==> src/rtl/pack48_pkg.sv <==
package pack48_pkg;

  localparam int WORD_W   = 48;
  localparam int DATA_W   = 32;
  localparam int HALF_W   = WORD_W - DATA_W;
  localparam int HBYTES   = DATA_W / 8;
  localparam int BLK_WORDS = 6;
  localparam int BLK_BYTES = BLK_WORDS * HBYTES;

  typedef enum logic [1:0] {
    ST_IDLE = 2'd0,
    ST_TAG  = 2'd1,
    ST_DATA = 2'd2,
    ST_DONE = 2'd3
  } bridgeState_t;

  typedef struct packed {
    logic latchReq;  // capture address and write value
    logic selData;   // current beat targets the data word
    logic capHalf;   // store tag/ECC lane of read data
    logic capData;   // store data field of read data
    logic clrRsp;    // host error: zero the response
  } dpStrobe_t;

endpackage

==> src/rtl/pack48_ctrl.sv <==
module pack48_ctrl
  import pack48_pkg::*;
(
  input  logic      clk,
  input  logic      rstN,
  input  logic      reqValid,
  input  logic      reqWrite,
  input  logic      hostReady,
  input  logic      hostErr,
  output logic      hostValid,
  output logic      hostWrite,
  output logic      reqAck,
  output logic      rspErr,
  output dpStrobe_t strobe
);

  bridgeState_t stateQ;
  logic writeQ;
  logic errQ;
  logic beatDone;

  assign hostValid = (stateQ == ST_TAG) || (stateQ == ST_DATA);
  assign hostWrite = writeQ;
  assign reqAck    = (stateQ == ST_DONE);
  assign rspErr    = errQ;
  assign beatDone  = hostValid && hostReady;

  always_comb begin
    strobe          = '0;
    strobe.latchReq = (stateQ == ST_IDLE) && reqValid;
    strobe.selData  = (stateQ == ST_DATA);
    strobe.capHalf  = (stateQ == ST_TAG)  && beatDone && !hostErr && !writeQ;
    strobe.capData  = (stateQ == ST_DATA) && beatDone && !hostErr && !writeQ;
    strobe.clrRsp   = beatDone && hostErr;
  end

  always_ff @(posedge clk) begin
    if (!rstN) begin
      stateQ <= ST_IDLE;
      writeQ <= 1'b0;
      errQ   <= 1'b0;
    end else begin
      unique case (stateQ)
        ST_IDLE: if (reqValid) begin
          writeQ <= reqWrite;
          errQ   <= 1'b0;
          stateQ <= ST_TAG;
        end
        ST_TAG: if (hostReady) begin
          if (hostErr) begin
            errQ   <= 1'b1;
            stateQ <= ST_DONE;
          end else begin
            stateQ <= ST_DATA;
          end
        end
        ST_DATA: if (hostReady) begin
          errQ   <= hostErr;
          stateQ <= ST_DONE;
        end
        default: stateQ <= ST_IDLE;
      endcase
    end
  end

  AST_ACK_PULSE: assert property (@(posedge clk) disable iff (!rstN)
    reqAck |=> !reqAck);
  AST_ACK_AFTER_BEAT: assert property (@(posedge clk) disable iff (!rstN)
    reqAck |-> $past(hostValid && hostReady));
  AST_BEAT_HELD: assert property (@(posedge clk) disable iff (!rstN)
    (hostValid && !hostReady) |=> (hostValid && $stable(hostWrite)));
  AST_FIRST_ERR_STOPS: assert property (@(posedge clk) disable iff (!rstN)
    (stateQ == ST_TAG && hostReady && hostErr) |=> !hostValid);

endmodule

==> src/rtl/pack48_dpath.sv <==
module pack48_dpath
  import pack48_pkg::*;
#(
  parameter int AW  = 16,
  parameter int HAW = 32
) (
  input  logic              clk,
  input  logic              rstN,
  input  dpStrobe_t         strobe,
  input  logic              beatActive,
  input  logic              hostReady,
  input  logic [HAW-1:0]    regionBase,
  input  logic [AW-1:0]     reqAddr,
  input  logic [WORD_W-1:0] reqWdata,
  input  logic [DATA_W-1:0] hostRdata,
  output logic [HAW-1:0]    hostAddr,
  output logic [HBYTES-1:0] hostBe,
  output logic [DATA_W-1:0] hostWdata,
  output logic [WORD_W-1:0] rspData
);

  localparam int IDX_W = 2;

  logic [AW-1:0]     addrQ;
  logic [WORD_W-1:0] wdataQ;
  logic [IDX_W-1:0]  idx;
  logic [HAW-1:0]    blockBase;
  logic [HAW-1:0]    tagOff;
  logic [HAW-1:0]    dataOff;
  logic [HALF_W-1:0] halfOut;

  assign idx       = addrQ[IDX_W-1:0];
  assign halfOut   = wdataQ[WORD_W-1:DATA_W];
  assign blockBase = regionBase + HAW'(addrQ[AW-1:IDX_W]) * HAW'(BLK_BYTES);
  assign tagOff    = idx[1] ? HAW'(HBYTES) : '0;
  // data slots follow the tag words; index bits swapped give the slot order
  assign dataOff   = HAW'(2 * HBYTES) + HAW'({idx[0], idx[1], 2'b00});
  assign hostAddr  = blockBase + (strobe.selData ? dataOff : tagOff);
  assign hostWdata = strobe.selData ? wdataQ[DATA_W-1:0] : {halfOut, halfOut};
  assign hostBe    = strobe.selData ? '1 : (idx[0] ? 4'b1100 : 4'b0011);

  always_ff @(posedge clk) begin
    if (!rstN) begin
      addrQ   <= '0;
      wdataQ  <= '0;
      rspData <= '0;
    end else begin
      if (strobe.latchReq) begin
        addrQ   <= reqAddr;
        wdataQ  <= reqWdata;
        rspData <= '0;
      end
      if (strobe.capHalf)
        rspData[WORD_W-1:DATA_W] <= idx[0] ? hostRdata[DATA_W-1:HALF_W]
                                           : hostRdata[HALF_W-1:0];
      if (strobe.capData)
        rspData[DATA_W-1:0] <= hostRdata;
      if (strobe.clrRsp)
        rspData <= '0;
    end
  end

  AST_HALF_ENABLES: assert property (@(posedge clk) disable iff (!rstN)
    (beatActive && !strobe.selData) |-> (hostBe == 4'b0011 || hostBe == 4'b1100));
  AST_DATA_FULL_WORD: assert property (@(posedge clk) disable iff (!rstN)
    (beatActive && strobe.selData) |-> (hostBe == 4'b1111));
  AST_ADDR_HELD: assert property (@(posedge clk) disable iff (!rstN)
    (beatActive && !hostReady) |=> $stable(hostAddr));

endmodule

==> src/rtl/pack48_bridge.sv <==
module pack48_bridge
  import pack48_pkg::*;
#(
  parameter int AW  = 16,
  parameter int HAW = 32
) (
  input  logic              clk,
  input  logic              rstN,
  input  logic [HAW-1:0]    regionBase,
  input  logic              reqValid,
  input  logic              reqWrite,
  input  logic [AW-1:0]     reqAddr,
  input  logic [WORD_W-1:0] reqWdata,
  output logic              reqAck,
  output logic [WORD_W-1:0] rspData,
  output logic              rspErr,
  output logic              hostValid,
  output logic              hostWrite,
  output logic [HAW-1:0]    hostAddr,
  output logic [HBYTES-1:0] hostBe,
  output logic [DATA_W-1:0] hostWdata,
  input  logic              hostReady,
  input  logic [DATA_W-1:0] hostRdata,
  input  logic              hostErr
);

  dpStrobe_t strobe;

  pack48_ctrl uCtrl (
    .clk       (clk),
    .rstN      (rstN),
    .reqValid  (reqValid),
    .reqWrite  (reqWrite),
    .hostReady (hostReady),
    .hostErr   (hostErr),
    .hostValid (hostValid),
    .hostWrite (hostWrite),
    .reqAck    (reqAck),
    .rspErr    (rspErr),
    .strobe    (strobe)
  );

  pack48_dpath #(.AW(AW), .HAW(HAW)) uDpath (
    .clk        (clk),
    .rstN       (rstN),
    .strobe     (strobe),
    .beatActive (hostValid),
    .hostReady  (hostReady),
    .regionBase (regionBase),
    .reqAddr    (reqAddr),
    .reqWdata   (reqWdata),
    .hostRdata  (hostRdata),
    .hostAddr   (hostAddr),
    .hostBe     (hostBe),
    .hostWdata  (hostWdata),
    .rspData    (rspData)
  );

  AST_ERR_NO_DATA: assert property (@(posedge clk) disable iff (!rstN)
    (reqAck && rspErr) |-> (rspData == '0));
  AST_IDLE_QUIET: assert property (@(posedge clk) disable iff (!rstN)
    (hostValid && reqAck) |-> 1'b0);

endmodule

==> config.mk <==
export PLATFORM = sky130hd
export DESIGN_NAME = pack48_bridge
export DESIGN_NICKNAME = d
export VERILOG_FILES = /design/src/rtl/pack48_pkg.sv /design/src/rtl/pack48_ctrl.sv /design/src/rtl/pack48_dpath.sv /design/src/rtl/pack48_bridge.sv
export SDC_FILE = /design/constraint.sdc
export NUM_CORES = 1
export LEC_CHECK = 0
export BUFFER_PORTS_ARGS = -buffer_cell sky130_fd_sc_hd__buf_4
export CELL_PAD_IN_SITES_DETAIL_PLACEMENT = 0
export CELL_PAD_IN_SITES_GLOBAL_PLACEMENT = 1
export CORE_ASPECT_RATIO = 2
export CORE_MARGIN = 3
export CORE_UTILIZATION = 39
export DETAILED_ROUTE_END_ITERATION = 10
export PLACE_DENSITY_LB_ADDON = 0.1
export SYNTH_ARGS = -nofsm -noshare
export SYNTH_HDL_FRONTEND = slang
export SYNTH_HIERARCHICAL = 1
export SYNTH_SLANG_ARGS = --single-unit
==> constraint.sdc <==
create_clock -name clk -period 7.1 [get_ports clk]
set_input_delay 1.065 -clock clk [delete_from_list [all_inputs] [get_ports clk]]
set_output_delay 1.065 -clock clk [all_outputs]
set_load 0.05 [all_outputs]
-- Word level (Yosys, flattened, before mapping)
Index checks and enable logic that the tools add are counted.
W data, S select, Z words.
- bitwise gates (word level): 1
- muxes and demuxes: 19
- multipliers: 1
- reduce and logical (&&, ||, !) cells: 20
- add/subtract/negate cells: 3
- equal/unequal tests: 7
- operators by type and width (cell ; count):
    $mux W32 ; 3
    $mux W48 ; 1
    $add A32 B19 Y32 ; 1
    $add A32 B32 Y32 ; 1
    $mux W16 ; 2
    $mul A14 B2 Y16 const B ; 1
    $logic_and A1 B1 Y1 ; 9
    $mux W4 ; 2
    $ne A2 B2 Y1 const B ; 4
    $mux W2 ; 3
    $pmux W2 S3 ; 1
    $add A4 B4 Y5 const A ; 1
    $mux W1 ; 5
    $reduce_and A5 Y1 ; 1
    $eq A2 B2 Y1 const B ; 2
    $reduce_bool A2 Y1 ; 2
    $mux W3 ; 1
    $pmux W1 S3 ; 1
    $reduce_and A3 Y1 ; 1
    $reduce_bool A3 Y1 ; 1
    $eq A2 B1 Y1 const B ; 1
    $logic_not A1 Y1 ; 2
    $logic_not A2 Y1 ; 1
    $reduce_and A2 Y1 ; 1
    other kinds (3) ; 3
- bits of input ports: 134
- flip-flop bits (word level): 116
- word-level logic and storage cells: 58
- output and inout port bits: 120

-- Longest topological paths before layout
- depth in word-level cells: 7
- depth in mapped cells: 18
- mapped depth without buffers: 17

-- Modules after synthesis
Netlist, hierarchy kept.
- modules (own cells, without submodules) (module ; seq. area each (µm²) ; times used ; area an instance (µm²) ; cells each):
    pack48_dpath ; 2242.2 ; 1 ; 6772.7 ; 793
    pack48_ctrl ; 80.1 ; 1 ; 314.1 ; 35

-- Worst setup path before layout
No wires, ideal clock.
- kind: reg-to-output
- start: register uDpath.addrQ[2]
- end: output hostAddr[25]
- setup slack: 1774 ps
- stages on the path, launching flop included: 18
- buffers on the path: 0
- required time: 6035 ps
- arrival: 4261 ps
- cells stage by stage: dfxtp_1 ha_1 inv_1 fa_1 nor2b_1 o21a_1 o21ai_0 a31oi_1 nor4b_1 a211o_1 ha_1 ha_1 nand2_1 a211o_1 a31o_4 a31oi_4 nand4_1 xnor2_1
- cells in the longest elaborated chain, start to end: 3
- RTL lines (element ; RTL line ; text):
    start: declaration ; pack48_dpath.sv:24 ; logic [AW-1:0] addrQ;
    start signal: assignment ; pack48_dpath.sv:49 ; addrQ <= reqAddr;
    $mul A14 B2 Y16 ; pack48_dpath.sv:34 ; assign blockBase = regionBase + HAW'(addrQ[AW-1:IDX_W]) * HAW'(BLK_BYTES);
    $add A32 B19 Y32 ; pack48_dpath.sv:34 ;
    $add A32 B32 Y32 ; pack48_dpath.sv:38 ; assign hostAddr = blockBase + (strobe.selData ? dataOff : tagOff);
    end: declaration ; pack48_bridge.sv:19 ; output logic [HAW-1:0] hostAddr,
No other way between the ends.

-- Final worst setup path
- start: register uDpath.addrQ[2]
- end: output hostAddr[26]
Same word-level chain as after synthesis.

==> qor.yml <==
outcome: "complete, no violations"
postCtsResizedCells: 0
total_power_mw: 3.71
cp_num_buf_inv: 2
coreArea_um2: 17800
synth_edf_count: 0
cts_root_buf: "clkbuf_16"
hold_violations: 0
grt_pass1_vias: 6477
setup_viol: 0
cp_num_cells: 18
finalCriticalPeriod_ps: 5750
max_slew_margin_pct: 33.1
synthTopCellsByCount: "dfxtp_1, nand2_1, a21oi_1"
cts_tree: "built"
dp.cells: 1245
die_area_um2: 19900
synth_top_area_share_pct: 32.8
drt_iter0_drc: 171
p_per_area_nw_per_um2: 383
wl_um: 20700
path_clk_slew_ps: 50
synth_fp_nets: 1018
worstSetupStartpointType: "register"
synth_area_per_cell_um2: 8.56
design_area_um2: 9680
finClkSkew_ps: 7.09
wire_per_inst_um: 16.2
drv_slew: 0
fin_setup_tns_ps: 0
pre_cts_slack_ps: 1740
crit_required_ps: 6030
slowest_stage: "a311oi_1"
arrival_ps: 4690
cpPeakStageDelay_ps: 470
timing.hold.ws_ps: 472
ys_types: 57
synth_top_area_cell: "dfxtp_1"
ir_worst_vdd_uv: 237
antenna_found_initial: 0
post-cts-setup-buffers: 0
yosysWarnings: 6
rows: 69
start_util_pct: 39.8
endpoint_kind: "output pin"
maxCapViolCount: 0
clockBufferDepth: 2
critPathMaxFanout: 5
timing.final.crit_share_pct: 81.0
postPlaceCellArea_um2: 9070
cpMostUsedCell: "ha_1"
first_pass_iters: 4
p_leak_nw: 4.53
drc: 0
layout.nets: 1241
max_freq_mhz: 174
port_buffers: 249
grt-ovfl-total: 0
grt_pass1_wl_um: 32200
synth_most_common_cell: "dfxtp_1"
reg2regPathDepth: 6
cts_max_level: 4
final_cells: 1277
synth_area_um2: 7090
ios: 254
synthFlopType: "dfxtp_1"
cts.sinks: 116
postCtsHoldBufs: 0
ys_ff_latch: 116
utilization_pct: 54.4
postRouteAntennaNets: 0
syn_inst: 828
drive_gt1_share_pct: 29.5
area_delta_synth_final_pct: 36.5
dpl.hpwl_um: 15800
track_usage_pct: 20.6
worstHoldPathType: "reg2reg"
clk_latency_ps: 410
cp_top_family: "compound AO/OA/AOI/OAI gates"
diodes: 0
min_path_cells: 2
die_width_um: 101
ys_seq_area_share_pct: 32.8
gp_congestion: 0.866
crit_chain: "ha_1 -> inv_1 -> fa_1 -> nor2b_1 -> o21a_1 -> o21ai_0 -> a31oi_1 -> nor4b_1 -> a211o_1 -> ha_1 -> ha_1 -> a21o_1 -> nand3_1 -> a311oi_1 -> and2_1 -> o2111ai_1 -> xnor2_1 -> buf_4"
rsz0062_at_grt: "false"
vias_per_cell: 5.09
synth_area_leaders: "dfxtp_1, mux2i_1, ha_1, nor2b_1, a21oi_1"
die_h_um: 197
async_reset_ff_share_pct: 0
grt_max_degree: 71
tightest_slew_ps: 1000
worstSetupPathType: "reg2out"
cts_made_buffers: 17
dr_total_vias: 6496
fin_ws_ps: 1350
==> layout make-up <==
type | instances | area [um2]
clock buffer | 22 | 474
sequential | 116 | 2320
multi-input combinational | 640 | 4490
clock inverter | 10 | 129
inverter | 21 | 78.8
fill | 1772 | 8110
tap | 213 | 267
timing repair buffer | 255 | 1910
==> routing by layer <==
metal	global-route usage (%)	vias up	share of wire, %
li1	-	3278	-
met1	20.8	3023	35
met2	38.4	161	57
met3	5.88	34	5.7
met4	8.33	0	2.7
met5	0	-	0
==> cells in the final DEF (no fill, tap or decap), types with 9 or more instances in the layout <==
cell type / n
nand2b_1: 23
mux2i_1: 68
buf_4: 255
nor2b_1: 68
o21ai_0: 12
a21oi_1: 76
inv_1: 21
nor3b_1: 48
clkbuf_16: 17
nor2_1: 71
nand3_1: 10
xor2_1: 9
mux2_2: 16
ha_1: 51
dfxtp_1: 116
xnor2_1: 26
nand2_1: 85
==> report_power, final <==
part | internal, mW | switching, mW
Sequential | 0.735 | 0.0542
Combinational | 0.712 | 1.34
Clock | 0.576 | 0.292
==> worst min-delay path, cell delays in order, from the launching register on <==
cell     delay (ps)
dfxtp_1         310
nand2_1          50
mux2i_1          50
==> sequential cells by signal, indices dropped and copies added (netlist names) <==
signal / count
uCtrl/hostWrite: 1
uCtrl/rspErr: 1
uCtrl/stateQ: 2
uDpath/addrQ: 16
uDpath/rspData: 48
uDpath/wdataQ: 48
==> cell families (layout without fill, tap and decap cells) <==
| logic type | Yosys count | count (layout) | share of synthesized area, % |
|---|---|---|---|
| DFF | 116 | 116 | 32.8 |
| AOI/OAI and AO/OA | 134 | 134 | 11.6 |
| buffers and inverters | 72 | 308 | 4.11 |
| xor gates and xnor gates | 35 | 35 | 4.33 |
| and+or+nand+nor | 331 | 331 | 24.7 |
| adders and majority gates | 56 | 56 | 10.3 |
| muxes | 84 | 84 | 12.1 |
==> final timing paths <==
kind                                      from                              to  slack, ps
setup / recovery  uDpath/addrQ[2]$_SDFFE_PN0P_                    hostAddr[26]       1350
hold / removal       uCtrl/rspErr$_SDFFE_PN0P_       uCtrl/rspErr$_SDFFE_PN0P_        470
setup reg to reg  uCtrl/stateQ[0]$_SDFFE_PN0P_  uDpath/wdataQ[27]$_SDFFE_PN0P_       4380
hold reg to reg      uCtrl/rspErr$_SDFFE_PN0P_       uCtrl/rspErr$_SDFFE_PN0P_        470
No activity file was read; power rests on OpenSTA's default activity.
